**config.mk**
```make
export PLATFORM = sky130hd
export DESIGN_NAME = interval_timer
export DESIGN_NICKNAME = d
export VERILOG_FILES = /design/src/rtl/tmr_pkg.sv /design/src/rtl/tmr_gate_edge.sv /design/src/rtl/tmr_count_core.sv /design/src/rtl/tmr_out_shaper.sv /design/src/rtl/interval_timer.sv
export SDC_FILE = /design/constraint.sdc
export NUM_CORES = 1
export LEC_CHECK = 0
export BUFFER_PORTS_ARGS = -buffer_cell sky130_fd_sc_hd__buf_2
export CAP_MARGIN = 20
export CORE_MARGIN = 5
export CORE_UTILIZATION = 30
export CTS_CLUSTER_DIAMETER = 60
export CTS_CLUSTER_SIZE = 12
export DETAILED_ROUTE_END_ITERATION = 16
export GPL_TIMING_DRIVEN = 0
export PLACE_DENSITY = 0.43
export SYNTH_ARGS = -nofsm -noshare
export SYNTH_HDL_FRONTEND = slang
export SYNTH_SLANG_ARGS = --single-unit
```
**constraint.sdc**
```tcl
create_clock -name clk -period 2 [get_ports clk]
set_input_delay 0.4 -clock clk [delete_from_list [all_inputs] [get_ports clk]]
set_output_delay 0.4 -clock clk [all_outputs]
set_load 0.1 [all_outputs]
```
**src/rtl/tmr_pkg.sv**
```systemverilog
package tmr_pkg;
  typedef enum logic [2:0] {
    TM_TC_LEVEL  = 3'd0,
    TM_ONESHOT   = 3'd1,
    TM_RATE      = 3'd2,
    TM_SQUARE    = 3'd3,
    TM_SW_STROBE = 3'd4,
    TM_HW_STROBE = 3'd5
  } tmode_e;

  // Codes 6 and 7 fold onto the periodic modes.
  function automatic tmode_e norm_mode(input logic [2:0] code);
    if (code[2:1] == 2'b11) return tmode_e'({1'b0, code[1:0]});
    return tmode_e'(code);
  endfunction
endpackage

```
**src/rtl/tmr_gate_edge.sv**
```systemverilog
module tmr_gate_edge (
  input  logic clk,
  input  logic rst_n,
  input  logic gate,
  output logic gate_rise
);
  logic gate_q;

  always_ff @(posedge clk or negedge rst_n) begin
    if (!rst_n) gate_q <= 1'b0;
    else        gate_q <= gate;
  end

  assign gate_rise = gate & ~gate_q;
endmodule

```
**src/rtl/tmr_count_core.sv**
```systemverilog
module tmr_count_core
  import tmr_pkg::*;
#(
  parameter int CNT_W = 16
) (
  input  logic             clk,
  input  logic             rst_n,
  input  logic             mode_wr,
  input  logic [2:0]       mode_sel,
  input  logic             load_wr,
  input  logic [CNT_W-1:0] load_val,
  input  logic             gate,
  input  logic             gate_rise,
  output tmode_e           mode_q,
  output logic [CNT_W-1:0] cnt_q,
  output logic [CNT_W-1:0] init_q,
  output logic             start_ev,
  output logic             term_ev,
  output logic             half_ev
);
  localparam logic [CNT_W-1:0] ONE     = CNT_W'(1);
  localparam logic [CNT_W-1:0] HALF_FS = {1'b1, {(CNT_W-1){1'b0}}};

  logic running_q, armed_q;
  logic trig_mode, reload_mode, load_start, trig_start, gate_ok, tick;
  logic [CNT_W-1:0] start_val, half_v, half_thr;

  assign trig_mode   = (mode_q == TM_ONESHOT) || (mode_q == TM_HW_STROBE);
  assign reload_mode = (mode_q == TM_RATE) || (mode_q == TM_SQUARE);
  assign load_start  = load_wr & ~trig_mode;
  assign trig_start  = gate_rise & armed_q & trig_mode;
  assign start_ev    = ~mode_wr & (load_start | trig_start);
  assign start_val   = load_wr ? load_val : init_q;

  // Gate level only enables counting in the level-on-terminal mode.
  assign gate_ok = (mode_q != TM_TC_LEVEL) | gate;
  assign tick    = running_q & ~mode_wr & ~start_ev & gate_ok;
  assign term_ev = tick & (cnt_q == ONE);

  // A zero initial count means full range, so its half is the top bit.
  assign half_v   = (init_q == '0) ? HALF_FS : (init_q >> 1);
  assign half_thr = half_v + ONE;
  assign half_ev  = tick & (mode_q == TM_SQUARE) & (cnt_q == half_thr);

  always_ff @(posedge clk or negedge rst_n) begin
    if (!rst_n) begin
      mode_q    <= TM_TC_LEVEL;
      cnt_q     <= '0;
      init_q    <= '0;
      running_q <= 1'b0;
      armed_q   <= 1'b0;
    end else if (mode_wr) begin
      mode_q    <= norm_mode(mode_sel);
      running_q <= 1'b0;
      armed_q   <= 1'b0;
    end else begin
      if (load_wr) begin
        init_q <= load_val;
        if (trig_mode) armed_q <= 1'b1;
      end
      if (start_ev) begin
        cnt_q     <= start_val;
        running_q <= 1'b1;
      end else if (tick) begin
        if (term_ev && reload_mode) cnt_q <= init_q;
        else                        cnt_q <= cnt_q - ONE;
        if (term_ev && !reload_mode) running_q <= 1'b0;
      end
    end
  end
endmodule

```
**src/rtl/tmr_out_shaper.sv**
```systemverilog
module tmr_out_shaper
  import tmr_pkg::*;
(
  input  logic       clk,
  input  logic       rst_n,
  input  logic       mode_wr,
  input  logic [2:0] mode_sel,
  input  tmode_e     mode_q,
  input  logic       start_ev,
  input  logic       term_ev,
  input  logic       half_ev,
  output logic       out_q
);
  logic out_d;

  always_comb begin
    out_d = out_q;
    if (mode_wr) begin
      out_d = (mode_sel != 3'd0);
    end else begin
      case (mode_q)
        TM_TC_LEVEL, TM_ONESHOT: begin
          if (start_ev)     out_d = 1'b0;
          else if (term_ev) out_d = 1'b1;
        end
        TM_SQUARE: begin
          if (start_ev || term_ev) out_d = 1'b1;
          else if (half_ev)        out_d = 1'b0;
        end
        default: out_d = ~term_ev;
      endcase
    end
  end

  always_ff @(posedge clk or negedge rst_n) begin
    if (!rst_n) out_q <= 1'b0;
    else        out_q <= out_d;
  end
endmodule

```
**src/rtl/interval_timer.sv**
```systemverilog
module interval_timer
  import tmr_pkg::*;
#(
  parameter int CNT_W = 16
) (
  input  logic             clk,
  input  logic             rst_n,
  input  logic             mode_wr,
  input  logic [2:0]       mode_sel,
  input  logic             load_wr,
  input  logic [CNT_W-1:0] load_val,
  input  logic             gate,
  output logic             tmr_out
);
  tmode_e           mode_q;
  logic [CNT_W-1:0] cnt_q, init_q;
  logic             gate_rise, start_ev, term_ev, half_ev;

  tmr_gate_edge u_gate (
    .clk(clk), .rst_n(rst_n), .gate(gate), .gate_rise(gate_rise)
  );

  tmr_count_core #(.CNT_W(CNT_W)) u_core (
    .clk(clk), .rst_n(rst_n), .mode_wr(mode_wr), .mode_sel(mode_sel),
    .load_wr(load_wr), .load_val(load_val), .gate(gate),
    .gate_rise(gate_rise), .mode_q(mode_q), .cnt_q(cnt_q),
    .init_q(init_q), .start_ev(start_ev), .term_ev(term_ev),
    .half_ev(half_ev)
  );

  tmr_out_shaper u_out (
    .clk(clk), .rst_n(rst_n), .mode_wr(mode_wr), .mode_sel(mode_sel),
    .mode_q(mode_q), .start_ev(start_ev), .term_ev(term_ev),
    .half_ev(half_ev), .out_q(tmr_out)
  );
endmodule

```
* Word level (Yosys, flattened, before mapping) *
Cells that the tools add are included.

cells by class
  add/sub/neg operators = 2
  eq/ne operators = 9
  muxes and demuxes = 22
  bitwise logic cells = 18
  reductions and logical operators = 20

operators by type and width
  kind                                                    number
  2-to-1 mux 16 bit                                       5
  adder 16 x 1 -> 16 bit (second input constant)          1
  equality test 16 x 1 -> 1 bit (second input constant)   1
  equality test 16 bit                                    1
  logical NOT 16 bit                                      1
  subtractor 16 x 1 -> 16 bit (second input constant)     1
  2-to-1 mux 1 bit                                        14
  nonzero test 3 bit                                      4
  bitwise AND 1 bit                                       11
  AND reduction 2 bit                                     4
  equality test 3 x 2 -> 1 bit (second input constant)    2
  2-to-1 mux 3 bit                                        2
  nonzero test 2 bit                                      3
  inverter 1 bit                                          5
  inequality test 4 x 3 -> 1 bit (second input constant)  1
  inequality test 4 bit (second input constant)           1
  equality test 3 x 1 -> 1 bit (second input constant)    1
  equality test 3 bit (second input constant)             1
  logical NOT 3 bit                                       1
  logical OR 1 bit                                        3
  equality test 2 bit (second input constant)             1
  logical AND 1 bit                                       2
  bitwise OR 1 bit                                        2
  case mux 1 bit (2 select lines)                         1
  2 further kinds                                         2

storage, ports and cells
  bits in registers = 39
  input bits = 24
  output and inout bits = 1
  logic and storage cells = 78

* Depth between registers and ports, before layout *
  depth in word-level cells = 15
  depth in mapped cells = 10
  depth with buffers taken out = 8

* Hierarchy *
From an unflattened synthesis, not the netlist that was laid out.

second synthesis, totals
  cells, all modules = 300
  area total of the unflattened synthesis = 2,962.8 µm²

modules (own cells, without submodules)
  module          times used  cells an instance  area each (µm²)  seq. area each (µm²)
  tmr_count_core  1           288                2,837.7          925.9
  tmr_out_shaper  1           10                 86.3             25.0
  tmr_gate_edge   1           2                  38.8             25.0

* Worst setup path before layout *
No wires, ideal clock.

  kind = register to register
  start point = register u_core.init_q[1]
  end point = register u_out.out_q
  setup time = 133 ps
  data arrival time = 1,889 ps
  data required time = 1,867 ps
  slack = -23 ps
  cell stages (with the launch flop) = 10
  path buffers = 3
  clock period less this slack = 2,023 ps
  cells stage by stage = dfrtp_1 > buf_2 > clkbuf_1 > ha_1 > clkbuf_1 > nand4b_1 > a2111oi_0 > nand4_1 > nor4_1 > a31oi_1

between the ends
  cells in the longest elaborated chain, start to end = 7

RTL lines
  element                                              line                  source
  from (decl)                                          tmr_count_core.sv:16  output logic [CNT_W-1:0] init_q,
  from (signal assigned)                               tmr_count_core.sv:58  init_q <= load_val;
  logical NOT 16 bit                                   tmr_count_core.sv:41  assign half_v = (init_q == '0) ? HALF_FS : (init_q >> 1);
  2-to-1 mux 16 bit (*)                                tmr_count_core.sv:41
  adder 16 x 1 -> 16 bit (*)                           tmr_count_core.sv:42  assign half_thr = half_v + ONE;
  equality test 16 bit (*)                             tmr_count_core.sv:43  assign half_ev = tick & (mode_q == TM_SQUARE) & (cnt_q == half_thr);
  bitwise AND 1 bit (*)                                tmr_count_core.sv:43
  inequality test 4 x 3 -> 1 bit (no source line) (*)  --
  AND reduction 2 bit (no source line) (*)             --
  to (signal assigned)                                 tmr_out_shaper.sv:37  else out_q <= out_d;
  to (decl)                                            tmr_out_shaper.sv:12  output logic out_q

Mark *: on every way between the ends. The rest lies on a longest branch, timed or not.
A chain may end at the register's enable or synchronous reset.

* Worst setup path in the final report *
Ends and elaborated chain as after synthesis.

==> results.json <==
{
  "p_int_mw": 2.004,
  "avgSynthCellArea_um2": 8.698,
  "core_um2": 9819,
  "pwr-share-clk_pct": 16.4,
  "grt_pass1_wl_um": 15520,
  "first_pass_iters": 5,
  "postSynthCellCount": 350,
  "clk_pin_slew_ns": 0.08,
  "yosys.cell_types.count": 58,
  "pwr-share-comb_pct": 49.6,
  "cts_hold_buffers": 0,
  "powerDensity_nw_per_um2": 876.5,
  "met2_length_um": 4445,
  "wl_met3_um": 512,
  "cpMaxStageDelayCell": "or4_4",
  "synth_area_um2": 3044,
  "synthArstFlopShare_pct": 100.0,
  "stdcell_area_um2": 3930,
  "synth_top_cells_by_area": "dfrtp_1 32%, mux2i_1 7.2%, xnor2_1 6.6%, mux2_2 4.4%, nand2_1 3.6%",
  "postPlaceCellArea_um2": 3332,
  "clockBufferDepth": 2,
  "worst_ep_arrival_time_ns": 2.36,
  "p_total_mw": 3.445,
  "synth-edff-count": 0,
  "routed.top_layer": "met4",
  "synth_seq_cells": 39,
  "portBuffers": 24,
  "slew_headroom_pct": 35.52,
  "power.switching_mw": 1.441,
  "nets": 427,
  "rsz0062_at_grt": "true",
  "cts_buffers": 5,
  "grt_use_total_pct": 15.76,
  "yosysWarnings": 0,
  "crit_fanout": 4,
  "reg2regPathDepth": 8,
  "fmax_mhz": 457.8,
  "tns_ns": -1.189,
  "grt_pass1_vias": 2761,
  "p_leak_nw": 1.616,
  "drive_gt1_share_pct": 39.40,
  "ant_nets": 0,
  "fin_ws_ns": -0.1844,
  "cpPeakStageDelay_ns": 0.58,
  "crit_family": "simple AND/OR/NAND/NOR gates",
  "synth_top_area_cell": "dfrtp_1",
  "synth_nets": 377,
  "ys.flop_type": "dfrtp_1",
  "setup.worst_path.start_class": "flip-flop",
  "wl_met1_um": 4842,
  "synth_most_common_cell": "dfrtp_1",
  "cp.required_ns": 2.17,
  "diodes": 0,
  "place_congestion": 0.8436,
  "rrSetupSlack_ns": -0.18,
  "gr-total-overflow": 0,
  "row_count": 36,
  "drt-wirelength-per-cell_um": 18.67,
  "die_area_um2": 12260,
  "finalHoldViolCount": 0,
  "cts_sinks": 39,
  "worstMarginPinSlew_ns": 0.9672,
  "die_w_um": 110.7,
  "path_buf_inv": 1,
  "dp_hpwl_um": 6711,
  "synth-adder-area-share_pct": 1.233,
  "min_period_ns": 2.184,
  "grt_max_degree": 40,
  "r2r_start": "u_core.init_q[1]$_DFFE_PN0N_",
  "status": "complete, but fails checks",
  "area_growth_pct": 29.10,
  "insertion_delay_ns": 0.30,
  "power_frac_seq_pct": 34.0,
  "cap_violations": 0,
  "slew_violations": 0,
  "ys_seq_area_share_pct": 32.06,
  "grt_antenna_before_repair": 0,
  "clock_skew_ns": 0.003313,
  "via_count": 2838,
  "cp_cell_sequence": "buf_6, ha_4, nand4_1, or4_4, o211ai_1, nor3b_2, o22a_1, a31oi_2",
  "sw_frac_of_total_pct": 41.82,
  "initialDrtViolationCount": 185,
  "cts_tree": "built",
  "hold_class": "input pin to async pin",
  "crit_path_end_kind": "flip-flop",
  "setup_violations": 14,
  "synth-simple-area-share_pct": 22.93,
  "crit_type": "flip-flop to flip-flop",
  "synth_xor_area_share_pct": 9.782,
  "violations": "setup timing",
  "netlist_top_cells_count": "39 x dfrtp_1, 29 x nand2_1, 26 x nor2_1",
  "period_share_pct": 109.2,
  "via_per_inst": 5.315,
  "hold_slack_ns": 0.2285,
  "initial_core_util_pct": 31.00,
  "io-pin-count": 25,
  "drc_errors": 0,
  "muxShareOfSynthArea_pct": 11.67,
  "synth_top_family_by_area": "simple AND/OR/NAND/NOR gates",
  "wl_um": 9970,
  "synth_compound_area_share_pct": 15.70,
  "clock-root-buffer": "clkbuf_8",
  "peakVddDrop_mv": 0.3371,
  "fp.dieH_um": 110.7,
  "r2r_end": "u_out.out_q$_DFFE_PN0P_",
  "htree_levels": 2,
  "netlist.area_leader.share_pct": 32.06
}
==> layout make-up <==
cell class | instances | area (um2)
Tap cell | 133 | 166.4
Multi-Input combinational cell | 267 | 2137
Fill cell | 1035 | 5889
Clock inverter | 1 | 5.005
Sequential cell | 39 | 991.0
Clock buffer | 7 | 76.32
Buffer | 23 | 148.9
Timing Repair Buffer | 52 | 360.3
Inverter | 12 | 45.04
==> repair_timing <==
item	4_1_cts	5_1_grt
setup buffers	15	14
gates resized for setup	56	51
gates cloned	2	0
pin swaps	13	21
setup endpoints to repair	17	17
==> metal layers <==
layer | GRT usage, % | vias up
met1 | 22.45 | 1381
li1 | - | 1367
met5 | 0 | -
met2 | 24.03 | 74
met3 | 3.766 | 16
met4 | 3.777 | 0
==> cell usage in the layout, fill, tap and decap left out, drive strengths merged, types with 3 or more instances in the layout <==
| cell | n |
|---|---|
| xor2 | 11 |
| nor3b | 5 |
| mux2i | 22 |
| or4 | 5 |
| nor2b | 3 |
| a31oi | 17 |
| nand3 | 10 |
| nand2 | 29 |
| clkbuf | 14 |
| ha | 3 |
| a21oi | 9 |
| o21ai | 31 |
| o31ai | 3 |
| inv | 12 |
| buf | 68 |
| nor2 | 26 |
| dfrtp | 39 |
| xnor2 | 23 |
| nand2b | 3 |
| mux2 | 12 |
| nand4 | 7 |
| nor4 | 13 |
| nor3 | 6 |
==> worst register-to-register path, stage by stage (launching register included) <==
cell and delay [ns]:
dfrtp_2 0.42, buf_6 0.13, ha_4 0.13, nand4_1 0.17
or4_4 0.58, o211ai_1 0.17, nor3b_2 0.17, o22a_1 0.17
a31oi_2 0.10
==> state kept, by name (all words and copies together) (netlist names) <==
| name | flops |
|---|---|
| u_core.init_q | 16 |
| u_out.out_q | 1 |
| u_core.armed_q | 1 |
| u_core.running_q | 1 |
| u_core.cnt_q | 16 |
| u_core.mode_q | 3 |
| u_gate.gate_q | 1 |
==> kinds of logic (layout without fill, tap and decap cells) <==
group | count (synthesis) | in the layout
adder cells (fa/ha/maj) | 3 | 3
XOR/XNOR | 34 | 34
AND/OR/NAND/NOR | 120 | 120
AO/OA/AOI/OAI | 76 | 76
flip-flops | 39 | 39
multiplexers | 34 | 34
buffers and inverters | 44 | 95
==> stage by stage <==
step / setup slack, ns / std cells / utilization (%)
CTS: -0.1580 / 527 / 38.26
global route: -0.2886 / 534 / 40.02
floorplan: 0.009428 / 350 / -
detailed placement: -0.4295 / 507 / 33.93
finish: -0.1844 / 534 / 40.02
global placement: -0.4228 / 507 / 33.93
==> worst max-delay path by stage <==
stage / start / slack (ns) / end / cells past startpoint
floorplan: u_core.cnt_q[7]$_DFFE_PN0P_ / 0.009 / u_core.cnt_q[8]$_DFFE_PN0P_ / 7
global placement: u_core.cnt_q[0]$_DFFE_PN0P_ / -0.42 / u_core.cnt_q[14]$_DFFE_PN0P_ / 8
detailed placement: u_core.cnt_q[0]$_DFFE_PN0P_ / -0.43 / u_core.cnt_q[14]$_DFFE_PN0P_ / 8
CTS: u_core.init_q[2]$_DFFE_PN0N_ / -0.16 / u_out.out_q$_DFFE_PN0P_ / 9
global route: u_core.init_q[1]$_DFFE_PN0N_ / -0.29 / u_out.out_q$_DFFE_PN0P_ / 8
finish: u_core.init_q[1]$_DFFE_PN0N_ / -0.18 / u_out.out_q$_DFFE_PN0P_ / 8
==> power by group through the flow <==
stage	registers (mW)	clock network, mW	logic, mW
6_report	1.17	0.563	1.71
5_1_grt	1.20	0.620	1.86
4_1_cts	1.14	0.585	1.49
3_5_place_dp	1.11	0	1.30
3_3_place_gp	1.11	0	1.29
2_1_floorplan	1.08	0	1.00
(Power assumes the default switching activity.)
